--- config.mk ---
export PLATFORM = sky130hd
export DESIGN_NAME = uop_decode_steer
export DESIGN_NICKNAME = d
export VERILOG_FILES = /design/src/rtl/uop_steer_pkg.sv /design/src/rtl/steer_slot_qual.sv /design/src/rtl/steer_seq_ctrl.sv /design/src/rtl/steer_group.sv /design/src/rtl/uop_decode_steer.sv
export SDC_FILE = /design/constraint.sdc
export NUM_CORES = 1
export LEC_CHECK = 0
export ABC_AREA = 1
export BUFFER_PORTS_ARGS = -buffer_cell sky130_fd_sc_hd__buf_4
export CORE_MARGIN = 2
export CORE_UTILIZATION = 40
export CTS_BUF_LIST = sky130_fd_sc_hd__clkbuf_8
export DETAILED_ROUTE_END_ITERATION = 7
export HOLD_SLACK_MARGIN = 0.12
export PLACE_DENSITY_LB_ADDON = 0.3
export SKIP_CTS_REPAIR_TIMING = 1
export SLEW_MARGIN = 10
export SYNTH_ARGS = -nofsm -noshare
export SYNTH_HDL_FRONTEND = slang
export SYNTH_HIERARCHICAL = 1
export SYNTH_SLANG_ARGS = --single-unit
export TNS_END_PERCENT = 5
--- constraint.sdc ---
create_clock -name clk -period 4.3 [get_ports clk]
set_input_delay 0.645 -clock clk [delete_from_list [all_inputs] [get_ports clk]]
set_output_delay 0.645 -clock clk [all_outputs]
set_load 0.01 [all_outputs]
--- src/rtl/uop_steer_pkg.sv ---
`timescale 1ns/1ps
package uop_steer_pkg;

    typedef enum logic {
        ST_GROUP  = 1'b0,
        ST_EXPAND = 1'b1
    } steer_state_e;

    localparam int NUM_SLOTS = 3;

endpackage

--- src/rtl/steer_slot_qual.sv ---
`timescale 1ns/1ps
// Per-slot qualification: length limit and single-micro-op test.
module steer_slot_qual #(
    parameter int NSLOT   = 3,
    parameter int UCNT_W  = 5,
    parameter int LEN_W   = 4,
    parameter int MAX_LEN = 7
) (
    input  logic [NSLOT-1:0]        valid,
    input  logic [NSLOT*UCNT_W-1:0] uops_flat,
    input  logic [NSLOT*LEN_W-1:0]  len_flat,
    output logic [NSLOT-1:0]        len_ok,
    output logic [NSLOT-1:0]        simple_ok
);
    localparam logic [LEN_W-1:0]  LEN_LIM = LEN_W'(MAX_LEN);
    localparam logic [UCNT_W-1:0] ONE_UOP = UCNT_W'(1);

    for (genvar g = 0; g < NSLOT; g++) begin : g_slot
        logic [UCNT_W-1:0] cnt;
        logic [LEN_W-1:0]  len;
        assign cnt          = uops_flat[g*UCNT_W +: UCNT_W];
        assign len          = len_flat[g*LEN_W +: LEN_W];
        assign len_ok[g]    = (len <= LEN_LIM);
        assign simple_ok[g] = valid[g] && (cnt == ONE_UOP) && len_ok[g];
    end

endmodule

--- src/rtl/steer_seq_ctrl.sv ---
`timescale 1ns/1ps
// Sequencer for the complex decoder: splits long expansions into chunks.
module steer_seq_ctrl
    import uop_steer_pkg::*;
#(
    parameter int UCNT_W    = 5,
    parameter int CPLX_UOPS = 4
) (
    input  logic              clk,
    input  logic              rst_n,
    input  logic              head_valid,
    input  logic [UCNT_W-1:0] head_uops,
    output logic              head_active,
    output logic              head_final,
    output logic [UCNT_W-1:0] chunk_uops,
    output logic              busy
);
    localparam logic [UCNT_W-1:0] CHUNK = UCNT_W'(CPLX_UOPS);

    steer_state_e      state, state_n;
    logic [UCNT_W-1:0] rem, rem_n;

    always_ff @(posedge clk or negedge rst_n) begin
        if (!rst_n) begin
            state <= ST_GROUP;
            rem   <= '0;
        end else begin
            state <= state_n;
            rem   <= rem_n;
        end
    end

    always_comb begin
        state_n     = state;
        rem_n       = rem;
        head_active = 1'b0;
        head_final  = 1'b0;
        chunk_uops  = '0;
        unique case (state)
            ST_GROUP: begin
                if (head_valid) begin
                    head_active = 1'b1;
                    if (head_uops > CHUNK) begin
                        chunk_uops = CHUNK;
                        rem_n      = head_uops - CHUNK;
                        state_n    = ST_EXPAND;
                    end else begin
                        chunk_uops = head_uops;
                        head_final = 1'b1;
                    end
                end
            end
            ST_EXPAND: begin
                head_active = 1'b1;
                if (rem > CHUNK) begin
                    chunk_uops = CHUNK;
                    rem_n      = rem - CHUNK;
                end else begin
                    chunk_uops = rem;
                    head_final = 1'b1;
                    rem_n      = '0;
                    state_n    = ST_GROUP;
                end
            end
        endcase
        busy = head_active && !head_final;
    end

endmodule

--- src/rtl/steer_group.sv ---
`timescale 1ns/1ps
// In-order grouping of the followers behind the slot 0 chunk.
module steer_group #(
    parameter int UCNT_W    = 5,
    parameter int CYCLE_CAP = 6,
    parameter int OUT_W     = 3,
    parameter int CNT_W     = 2
) (
    input  logic              head_active,
    input  logic              head_final,
    input  logic              head_len_ok,
    input  logic [UCNT_W-1:0] chunk_uops,
    input  logic [1:0]        follow_ok,
    output logic [2:0]        grant,
    output logic [CNT_W-1:0]  consumed,
    output logic [OUT_W-1:0]  uops_out
);
    localparam int SUM_W = UCNT_W + 2;
    localparam logic [SUM_W-1:0] CAP_L = SUM_W'(CYCLE_CAP);
    localparam logic [SUM_W-1:0] ONE_L = SUM_W'(1);
    localparam logic [SUM_W-1:0] TWO_L = SUM_W'(2);

    logic [SUM_W-1:0] base;
    logic [SUM_W-1:0] total;

    always_comb begin
        base     = SUM_W'(chunk_uops);
        grant[0] = head_active;
        grant[1] = head_active && head_final && head_len_ok && follow_ok[0]
                   && ((base + ONE_L) <= CAP_L);
        grant[2] = grant[1] && follow_ok[1] && ((base + TWO_L) <= CAP_L);
        total    = base + SUM_W'(grant[1]) + SUM_W'(grant[2]);
        uops_out = OUT_W'(total);
        if (head_final)
            consumed = CNT_W'(grant[0]) + CNT_W'(grant[1]) + CNT_W'(grant[2]);
        else
            consumed = '0;
    end

endmodule

--- src/rtl/uop_decode_steer.sv ---
`timescale 1ns/1ps
module uop_decode_steer
    import uop_steer_pkg::*;
#(
    parameter int UCNT_W    = 5,
    parameter int LEN_W     = 4,
    parameter int MAX_LEN   = 7,
    parameter int CPLX_UOPS = 4,
    parameter int CYCLE_CAP = 6,
    localparam int OUT_W    = $clog2(CYCLE_CAP + 1),
    localparam int CNT_W    = $clog2(NUM_SLOTS + 1)
) (
    input  logic                      clk,
    input  logic                      rst_n,
    input  logic [NUM_SLOTS-1:0]      slot_valid,
    input  logic [NUM_SLOTS*UCNT_W-1:0] slot_uops,
    input  logic [NUM_SLOTS*LEN_W-1:0]  slot_len,
    output logic [NUM_SLOTS-1:0]      slot_grant,
    output logic [CNT_W-1:0]          consumed,
    output logic [OUT_W-1:0]          uops_out,
    output logic                      busy
);
    logic [NUM_SLOTS-1:0] len_ok;
    logic [NUM_SLOTS-1:0] simple_ok;
    logic                 head_active;
    logic                 head_final;
    logic [UCNT_W-1:0]    chunk_uops;

    steer_slot_qual #(
        .NSLOT(NUM_SLOTS), .UCNT_W(UCNT_W), .LEN_W(LEN_W), .MAX_LEN(MAX_LEN)
    ) qual_i (
        .valid(slot_valid), .uops_flat(slot_uops), .len_flat(slot_len),
        .len_ok(len_ok), .simple_ok(simple_ok)
    );

    steer_seq_ctrl #(
        .UCNT_W(UCNT_W), .CPLX_UOPS(CPLX_UOPS)
    ) seq_i (
        .clk(clk), .rst_n(rst_n),
        .head_valid(slot_valid[0]), .head_uops(slot_uops[UCNT_W-1:0]),
        .head_active(head_active), .head_final(head_final),
        .chunk_uops(chunk_uops), .busy(busy)
    );

    steer_group #(
        .UCNT_W(UCNT_W), .CYCLE_CAP(CYCLE_CAP), .OUT_W(OUT_W), .CNT_W(CNT_W)
    ) grp_i (
        .head_active(head_active), .head_final(head_final),
        .head_len_ok(len_ok[0]), .chunk_uops(chunk_uops),
        .follow_ok(simple_ok[2:1]),
        .grant(slot_grant), .consumed(consumed), .uops_out(uops_out)
    );

endmodule

==> key figures, run 1 <==
Hold path
  • Hold Crit Class: in2async

Placed design
  • Routability cong.: a little under 0.8
  • DP Area: ~0.0013 mm²
  • DP HPWL: 1863 µm
  • Placed insts: around 210
  • IO Port Bufs: 31

Yosys
  • Synthesized Nets: about 200
  • Avg Cell Area, Syn: just under 7 µm²
  • Yosys warns: 6
  • Synthesized area: 0.001074 mm²
  • Post-Synthesis Cells: ~160

CTS
  • Clock Path Buffers: 2
  • CTS H-Tree Depth: 1
  • Worst skew pair latency: ~220 ps
  • Clock root buffer: clkbuf_8
  • TritonCTS clock tree: yes
  • CTS buffer count: 3
  • Clock transition at the register clock pins on the worst setup and hold paths after CTS: approximately 30 ps
  • CTS Sinks: 6

Pwr
  • Clock Power Share: around an eighth
  • PD cells: 488.4 mW/mm²
  • Net Sw Power: between 300 and 400 µW
  • P_int: between 300 and 400 µW
  • P_leak: approximately 0.00075 µW
  • Seq pwr share: 18.9%
  • Total power draw: about 670 µW
  • Max VDD drop: roughly 0.00038 V
  • Comb pwr share: 69.0%
  • Switching Fraction: 49.87%

Setup path
  • Worst EP required: ~3700 ps
  • Setup CP Type: in2out
  • Worst-path fanout max: 4
  • Arrival time at the worst endpoint: 3320 ps
  • Reg-to-reg startpoint: seq_i/rem[3]
  • Start point of the critical path: slot_uops[3]
  • Nature of the critical path endpoint: output port
  • Crit start category: input port
  • Worst-case reg-to-reg path depth: 7

Final layout
  • Finished Layout Cells: 217
  • Fin nets: approximately 230
  • Final instance area: ~0.0014 mm²
  • Util after Layout: between 50% and 60%
  • Layout cells sized above 1: between 30% and 40%
  • Layout area overhead: 27.62%
  • # diodes: 0

Timing
  • Hold Violations, Final: 0
  • Setup Skew: roughly 0.18 ps
  • Period utilization: around 92%
  • Setup TNS: 0 ps
  • Fmax achieved: between 0.2 and 0.3 GHz
  • RSZ-0062 raised after global routing: no
  • Max Slew Vio Count: 0
  • Final Critical Period: 3969 ps
  • Final setup viols: 0

Run
  • Max capacitance violation total: 0

Die
  • Die H: 55.81 µm
  • I/O pins: just over 40
  • Core Area: ~0.0025 mm²
  • Full die area: 0.003114 mm²
  • Initial core utilization: 42.94%
  • Num rows: 18
  • Die Width: 55.81 µm

GRT
  • GRT Total Usage: 15.48%
  • First-pass GRT wire length: roughly 4000 µm
  • Initial antenna violation count: 0
  • Vias in the first global route: approximately 1000
  • GRT overflow: 0
  • Largest net degree at the start of global routing: 13

Drt
  • Initial drt markers: 15
  • Vias/cell: 4.760
  • DR vias: 1033
  • # DRC: 0
  • DRT Wirelength: between 2000 and 2500 µm
  • First drt pass iteration count: 4
  • DR WL/cell: between 9 and 10 µm
  • Antenna viol nets, final: 0

Outcome
  • Status: finished clean
final cells by class:
class	count	area (µm²)
Timing Repair Buffer	32	240.2
Multi-Input combinational cell	114	767.0
Sequential cell	6	150.1
Clock buffer	3	41.29
Tap cell	30	37.54
Inverter	32	133.9
Fill cell	236	1130
registers in the layout, summed over array words and instances (netlist names):
name         flops
seq_i/state      1
seq_i/rem        5
power by group through the flow:
stage	Combinational [µW]	Clock, µW	Sequential [µW]
2_1_floorplan	373	0	108
3_3_place_gp	447	0	125
3_5_place_dp	458	0	126
4_1_cts	460	84.0	125
5_1_grt	523	89.4	131
6_report	462	81.1	126
critical path: stages:
cell and delay (ps):
buf_4 110, inv_2 80, ha_1 180, nand3_2 110, nand2_1 110, nand2_1 120, o21ai_4 190, inv_1 130
ha_1 300, inv_1 50, nor2_1 30, nand3_1 110, nand3_2 110, nor2_4 130, nand2_1 80, fa_1 350
inv_1 60, ha_1 140, xor2_1 140, buf_4 130
path summary, 6_finish.rpt:
check	end	slack (ps)
max	uops_out[2]	330
max in group asynchronous	seq_i/rem[4]	3970
max reg2reg	seq_i/state	3030
min in group clk	seq_i/rem[3]	540
min reg2reg	seq_i/rem[3]	540
min	seq_i/state	220
layer usage:
| metal | vias to the layer above | GRT usage [%] | part of all wire [%] |
|---|---|---|---|
| li1 | 542 | - | - |
| met1 | 446 | 20.71 | 47 |
| met2 | 35 | 24.15 | 44 |
| met3 | 10 | 1.395 | 4.9 |
| met4 | 0 | 9.059 | 3.4 |
| met5 | - | 0 | 0 |
per-stage QoR:
stage                     worst slack [ps]  hold WS [ps]
after global routing                 40.09         218.0
after CTS                            147.3         219.5
final                                330.9         223.1
after global placement               228.7         452.1
after floorplan                      551.1         349.4
after detailed placement             161.0         451.9
layout by cell type, fill, tap and decap left out:
cell type  instances
nand2_1           36
nand3_4            3
o21ai_1            2
o21ai_4            1
nor2_2             5
ha_1               9
xor2_1             2
nand4_1            4
nor2_1            11
fa_1               2
o21ai_0            2
nand4_2            1
inv_1             23
o22ai_2            1
dfrtp_1            6
or2_1              1
clkbuf_8           3
inv_2              8
nor2_4             3
o21ai_2            1
buf_4             32
nand2_4            3
nand2_2            7
conb_1             1
nand3_1           13
nand3_2            5
a21oi_1            1
bufinv_8           1
No activity file was read; power rests on OpenSTA's default activity.
==> inputs of run 2 (changes only) <==
--- a/config.mk
+++ b/config.mk
@@ -6,6 +6,7 @@
 export NUM_CORES = 1
 export LEC_CHECK = 0
 export ABC_AREA = 1
+export ABC_CLOCK_PERIOD_IN_PS = 4140
 export BUFFER_PORTS_ARGS = -buffer_cell sky130_fd_sc_hd__buf_4
 export CORE_MARGIN = 2
 export CORE_UTILIZATION = 40
@@ -14,7 +15,6 @@
 export HOLD_SLACK_MARGIN = 0.12
 export PLACE_DENSITY_LB_ADDON = 0.3
 export SKIP_CTS_REPAIR_TIMING = 1
-export SLEW_MARGIN = 10
 export SYNTH_ARGS = -nofsm -noshare
 export SYNTH_HDL_FRONTEND = slang
 export SYNTH_HIERARCHICAL = 1
==> constraint.sdc (replaced) <==
create_clock -name clk -period 4.14 [get_ports clk]
set_input_delay 0.621 -clock clk [delete_from_list [all_inputs] [get_ports clk]]
set_output_delay 0.621 -clock clk [all_outputs]
set_load 0.01 [all_outputs]
==> run 2 against run 1 <==
Critical path type unchanged. Clock skew grew 0.50 ps. Core utilization increased by 1.3 points. Power increased by 5.3%. Via count grew 1.5%.
==> key figures, run 2 (synthesized netlist as in run 1, its figures left out) <==
Pwr
  • P_leak: 0.0007578 µW (+1.7%)
  • Total power draw: 704.8 µW (+5.3%)
  • PD cells: 502.5 mW/mm² (+2.9%)
  • Max VDD drop: 0.0004195 V (+11%)

Placed design
  • Placed insts: 215 (+0.47%)
  • IO Port Bufs: 31 (unchanged)
  • DP HPWL: 1859 µm (-0.24%)
  • Routability cong.: 0.7470 (-3.0%)

Setup path
  • Worst EP required: 3520 ps (-130 ps)
  • Worst-path fanout max: 4 (unchanged)
  • Crit start category: input port
  • Setup CP Type: in2out
  • Nature of the critical path endpoint: output port
  • Arrival time at the worst endpoint: 3240 ps (-80 ps)

Drt
  • DRT Wirelength: 2232 µm (+3.1%)
  • Vias/cell: 4.768 (+0.16%)
  • Metal2 WL: 1020 µm (+6.5%)
  • Top Layer Used: met4
  • Routed wl met3: 119 µm (+12%)
  • # DRC: 0 (unchanged)
  • DR WL/cell: 10.15 µm (+1.7%)
  • First drt pass iteration count: 4 (unchanged)
  • Initial drt markers: 15 (unchanged)
  • DR vias: 1049 (+1.5%)
  • Met1 wire length: 1062 µm (+3.7%)
  • Antenna viol nets, final: 0 (unchanged)

Die
  • Full die area: 0.003114 mm² (unchanged)
  • Core Area: 0.002500 mm² (unchanged)
  • Die H: 55.81 µm (unchanged)
  • Initial core utilization: 42.94% (unchanged)
  • Die Width: 55.81 µm (unchanged)
  • I/O pins: 41 (unchanged)
  • Num rows: 18 (unchanged)

Final layout
  • # diodes: 0 (unchanged)
  • Top flop regs: seq_i/rem: 5 flops, seq_i/state: 1 flops
  • Layout cells sized above 1: 42.11% (+2.5 points)
  • Largest register FFs: 5 (unchanged)
  • Fin nets: 235 (+1.3%)
  • Biggest register: seq_i/rem
  • Util after Layout: 56.11% (+1.3 points)
  • Most frequent cells in the layout: nand2_1 (35), buf_4 (35), inv_1 (23), nand3_1 (12), nor2_1 (11)
  • Layout area overhead: 30.65%
  • Finished Layout Cells: 220 (+1.4%)

CTS
  • CTS buffer count: 3 (unchanged)
  • Clock transition at the register clock pins on the worst setup and hold paths after CTS: 30 ps (about the same)
  • TritonCTS clock tree: yes
  • CTS Sinks: 6 (unchanged)
  • Worst skew pair latency: 220 ps (about the same)
  • Clock root buffer: clkbuf_8
  • Clock Path Buffers: 2 (unchanged)
  • CTS H-Tree Depth: 1 (unchanged)

Timing
  • Setup Skew: 0.6856 ps (+0.5023 ps)
  • RSZ-0062 raised after global routing: no
  • Final Critical Period: 3865 ps
  • Fmax achieved: between 0.2 and 0.3 GHz
  • Period utilization: around 93%
  • Hold Violations, Final: 0 (unchanged)
  • Final setup viols: 0 (unchanged)
  • Setup TNS: 0 ps (unchanged)
  • Max Slew Vio Count: 0 (unchanged)

GRT
  • Largest net degree at the start of global routing: 13 (unchanged)
  • Vias in the first global route: 969 (-2.3%)
  • First-pass GRT wire length: 3988 µm (unchanged)
  • GRT Total Usage: 15.32% (-0.15 points)
  • Initial antenna violation count: 0 (unchanged)
  • GRT overflow: 0 (unchanged)

Run
  • Max capacitance violation total: 0 (unchanged)

Outcome
  • Status: finished clean

Hold path
  • Hold Crit Class: in2async
## run 2: cell count changes in the layout (fill, tap and decap cells not counted)
cell	change
nand2_2	+1
buf_4	+3
nand3_2	+1
ha_1	-1
ha_2	+1
nand2_1	-1
nand3_1	-1
## run 2: report_power, final
part,total (µW),internal [µW],switching [µW]
sequential,129,87.4,41.9
combinational,491,205,285
clock,84.8,62.2,22.6
total,705,355,350
## run 2: stage by stage
stage          area [µm²]  hold WS (ps)  worst slack (ps)
2_1_floorplan        1074         325.4             439.1
3_3_place_gp         1321         428.0             206.2
3_5_place_dp         1321         428.6             150.0
4_1_cts              1363         196.4             136.6
5_1_grt              1403         192.9             10.42
6_report             1403         198.8             274.8
## run 2: final timing paths
path	slack, ps	to	start	cells after the start
setup reg to reg	2880	seq_i/state	seq_i/rem[3]	7
hold reg to reg	530	seq_i/rem[3]	seq_i/rem[3]	2
min in group clk	530	seq_i/rem[3]	seq_i/rem[3]	2
setup / recovery	270	uops_out[2]	slot_uops[3]	19
hold / removal	200	seq_i/state	rst_n	1
max in group asynchronous	3830	seq_i/rem[4]	rst_n	1
## run 2: worst max-delay path: stages
cell	delay (ps)
buf_4	110
inv_2	90
ha_2	190
nand3_2	110
nand2_2	90
nand2_1	110
o21ai_2	240
buf_4	150
ha_1	210
nand2_1	90
nand3_2	100
nand3_2	90
nor2_4	130
nand2_1	70
fa_1	350
inv_1	60
ha_1	150
xor2_1	140
buf_4	130
## run 2: area by class of cell
| type | count | area, µm² |
|---|---|---|
| fillers | 250 | 1097 |
| well taps | 30 | 37.54 |
| flip-flops and latches | 6 | 150.1 |
| clock buffers | 3 | 41.29 |
| repair buffers | 35 | 262.8 |
| multi-input cells | 114 | 777.0 |
| inverters | 32 | 133.9 |
## run 2: routing by layer
| metal | up-vias | global-route usage, % |
|---|---|---|
| met5 | - | 0 |
| met4 | 0 | 6.272 |
| met3 | 4 | 1.163 |
| li1 | 545 | - |
| met2 | 30 | 23.81 |
| met1 | 470 | 21.83 |
==> inputs of run 3 (changes only) <==
--- a/config.mk
+++ b/config.mk
@@ -6,7 +6,7 @@
 export NUM_CORES = 1
 export LEC_CHECK = 0
 export ABC_AREA = 1
-export ABC_CLOCK_PERIOD_IN_PS = 4140
+export ABC_CLOCK_PERIOD_IN_PS = 4200
 export BUFFER_PORTS_ARGS = -buffer_cell sky130_fd_sc_hd__buf_4
 export CORE_MARGIN = 2
 export CORE_UTILIZATION = 40
==> constraint.sdc (replaced) <==
create_clock -name clk -period 4.2 [get_ports clk]
set_input_delay 0.63 -clock clk [delete_from_list [all_inputs] [get_ports clk]]
set_output_delay 0.63 -clock clk [all_outputs]
set_load 0.01 [all_outputs]
==> run 3 against run 2 <==
Clock skew did not move. Cell count did not move. Non-clock buffer count did not move. Largest power group unchanged. Power fell by 1.9%. Combinational power fell by 2%. Sequential cell count did not move. Sequential power barely moved. Core utilization fell by 0.30 points. Global-route usage did not move. Worst setup slack improved by 15 ps. Cell area fell by 0.54%. Critical path depth rose by 1.
==> key figures, run 3 (synthesized netlist as in run 1, its figures left out) <==
Outcome
  • Status: finished clean

Setup path
  • Reg-to-reg setup timing slack: 2940 ps (+60 ps)
  • WP buf/inv: 6 (+1)
  • Crit-path leading delay family: adder cells
  • Worst-path fanout max: 4 (unchanged)
  • Reg-to-reg startpoint: seq_i/rem[3]
  • RR Endpoint: seq_i/state
  • Max incr delay on CP: 350 ps (about the same)
  • Crit-path slowest cell: fa_1
  • Nature of the critical path endpoint: output port
  • Worst-case reg-to-reg path depth: 7 (unchanged)
  • CP Cell Sequence: buf_4 > inv_2 > ha_1 > nand3_2 > nand2_2 > nand2_1 > o21ai_2 > inv_1 > ha_1 > inv_1 > nor2_1 > nand3_1 > nand3_2 > nor2_4 > nand2_1 > fa_1 > inv_1 > ha_1 > xor2_1 > buf_4
  • Worst EP required: 3570 ps (+50 ps)
  • Arrival time at the worst endpoint: 3280 ps (+40 ps)
  • Crit start category: input port
  • Setup CP Type: in2out

Run
  • Max capacitance violation total: 0 (unchanged)

Timing
  • Fmax achieved: roughly 0.26 GHz
  • Final Critical Period: 3910 ps
  • RSZ-0062 raised after global routing: no
  • Final setup viols: 0 (unchanged)
  • Period utilization: 93.10%
  • Setup TNS: 0 ps (unchanged)
  • Max Slew Vio Count: 0 (unchanged)
  • Post-route setup slack: 289.8 ps (+14.97 ps)
  • Hold Violations, Final: 0 (unchanged)
  • Setup Skew: 0.6856 ps (unchanged)

Placed design
  • DP HPWL: 1859 µm (unchanged)
  • Place WS: 192.0 ps (+42.00 ps)
  • IO Port Bufs: 31 (unchanged)
  • Routability cong.: 0.7470 (unchanged)
  • DP Area: 0.001321 mm² (unchanged)

Die
  • Num rows: 18 (unchanged)
  • I/O pins: 41 (unchanged)
  • Die H: 55.81 µm (unchanged)
  • Initial core utilization: 42.94% (unchanged)
  • Core Area: 0.002500 mm² (unchanged)
  • Full die area: 0.003114 mm² (unchanged)
  • Die Width: 55.81 µm (unchanged)

CTS
  • CTS Sinks: 6 (unchanged)
  • Clock transition at the register clock pins on the worst setup and hold paths after CTS: 30 ps (about the same)
  • CTS H-Tree Depth: 1 (unchanged)
  • CTS buffer count: 3 (unchanged)
  • Worst skew pair latency: 220 ps (about the same)
  • Clock root buffer: clkbuf_8
  • Clock Path Buffers: 2 (unchanged)
  • TritonCTS clock tree: yes

Final layout
  • Layout cells sized above 1: 41.05% (-1.1 points)
  • Biggest register: seq_i/rem
  • # fillers: 254 (+1.6%)
  • Largest register FFs: 5 (unchanged)
  • # diodes: 0 (unchanged)
  • Sequential Area: 150.1 µm² (unchanged)
  • Multi-input gate area: 769.5 µm² (-0.97%)
  • Final instance area: 0.001395 mm² (-0.54%)
  • Top flop regs: seq_i/rem: 5 flops, seq_i/state: 1 flops
  • Layout area overhead: 29.95%
  • Most frequent cells in the layout: nand2_1 (35), buf_4 (35), inv_1 (23), nand3_1 (13), nor2_1 (11)
  • Fin nets: 235 (unchanged)

Pwr
  • Seq pwr share: 18.4% (about the same)
  • Clock Power Share: 12.1% (about the same)
  • Switching Fraction: 49.51% (-0.15 points)
  • PD cells: 495.5 mW/mm² (-1.4%)
  • Net Sw Power: 342.3 µW (-2.2%)
  • Total power draw: 691.3 µW (-1.9%)
  • P_int: 349.0 µW (-1.6%)
  • P_leak: 0.0007587 µW (+0.11%)
  • Comb pwr share: 69.5% (about the same)
  • Max VDD drop: 0.0004133 V (-1.5%)

Drt
  • DRT Wirelength: 2216 µm (-0.72%)
  • Routed wl met3: 119 µm (unchanged)
  • DR WL/cell: 10.07 µm (-0.72%)
  • Initial drt markers: 15 (unchanged)
  • Antenna viol nets, final: 0 (unchanged)
  • Top Layer Used: met4
  • DR vias: 1048 (-0.095%)
  • Metal2 WL: 1020 µm (unchanged)
  • First drt pass iteration count: 4 (unchanged)
  • Vias/cell: 4.764 (about the same)
  • Met1 wire length: 1047 µm (-1.4%)
  • # DRC: 0 (unchanged)

GRT
  • Vias in the first global route: 969 (unchanged)
  • GRT Total Usage: 15.32% (unchanged)
  • GRT overflow: 0 (unchanged)
  • First-pass GRT wire length: 3988 µm (unchanged)
  • Initial antenna violation count: 0 (unchanged)
  • Largest net degree at the start of global routing: 13 (unchanged)

Hold path
  • Hold Crit Class: in2async
run 3: cell count changes in the layout (fill, tap and decap cells not counted):
cell,change
nand3_2,-1
ha_2,-1
ha_1,+1
nand3_1,+1
run 3: power groups by stage:
stage | Sequential (µW) | Combinational, µW | Clock (µW)
floorplan | 110 | 382 | 0
global placement | 128 | 461 | 0
detailed placement | 128 | 475 | 0
CTS | 127 | 477 | 86.0
global route | 133 | 541 | 92.2
finish | 127 | 480 | 83.6
run 3: worst max path at each step:
stage	start	to	slack, ps	cells past startpoint
floorplan	slot_uops[3]	uops_out[2]	480	18
global placement	slot_uops[3]	uops_out[2]	250	20
detailed placement	slot_uops[3]	uops_out[2]	190	20
CTS	slot_uops[3]	uops_out[2]	180	20
global route	slot_uops[3]	uops_out[2]	3	20
finish	slot_uops[3]	uops_out[2]	290	20
run 3: final cells by class:
class,instances,area share (%)
multi-input combinational,114,55.16
timing repair buffer,35,18.83
sequential,6,10.76
inverter,32,9.596
clock buffer,3,2.960
tap,30,2.691
run 3: per-stage QoR:
step / util [%] / instances / hold slack, ps
global route: 55.81 / 220 / 201.9
finish: 55.81 / 220 / 207.8
detailed placement: 52.85 / 215 / 437.6
floorplan: - / 156 / 334.4
CTS: 54.50 / 218 / 205.4
global placement: 52.85 / 215 / 437.0
run 3: routing by layer:
metal	track usage, %	vias up
li1	-	547
met1	21.83	467
met2	23.81	30
met3	1.163	4
met4	6.272	0
met5	0	-
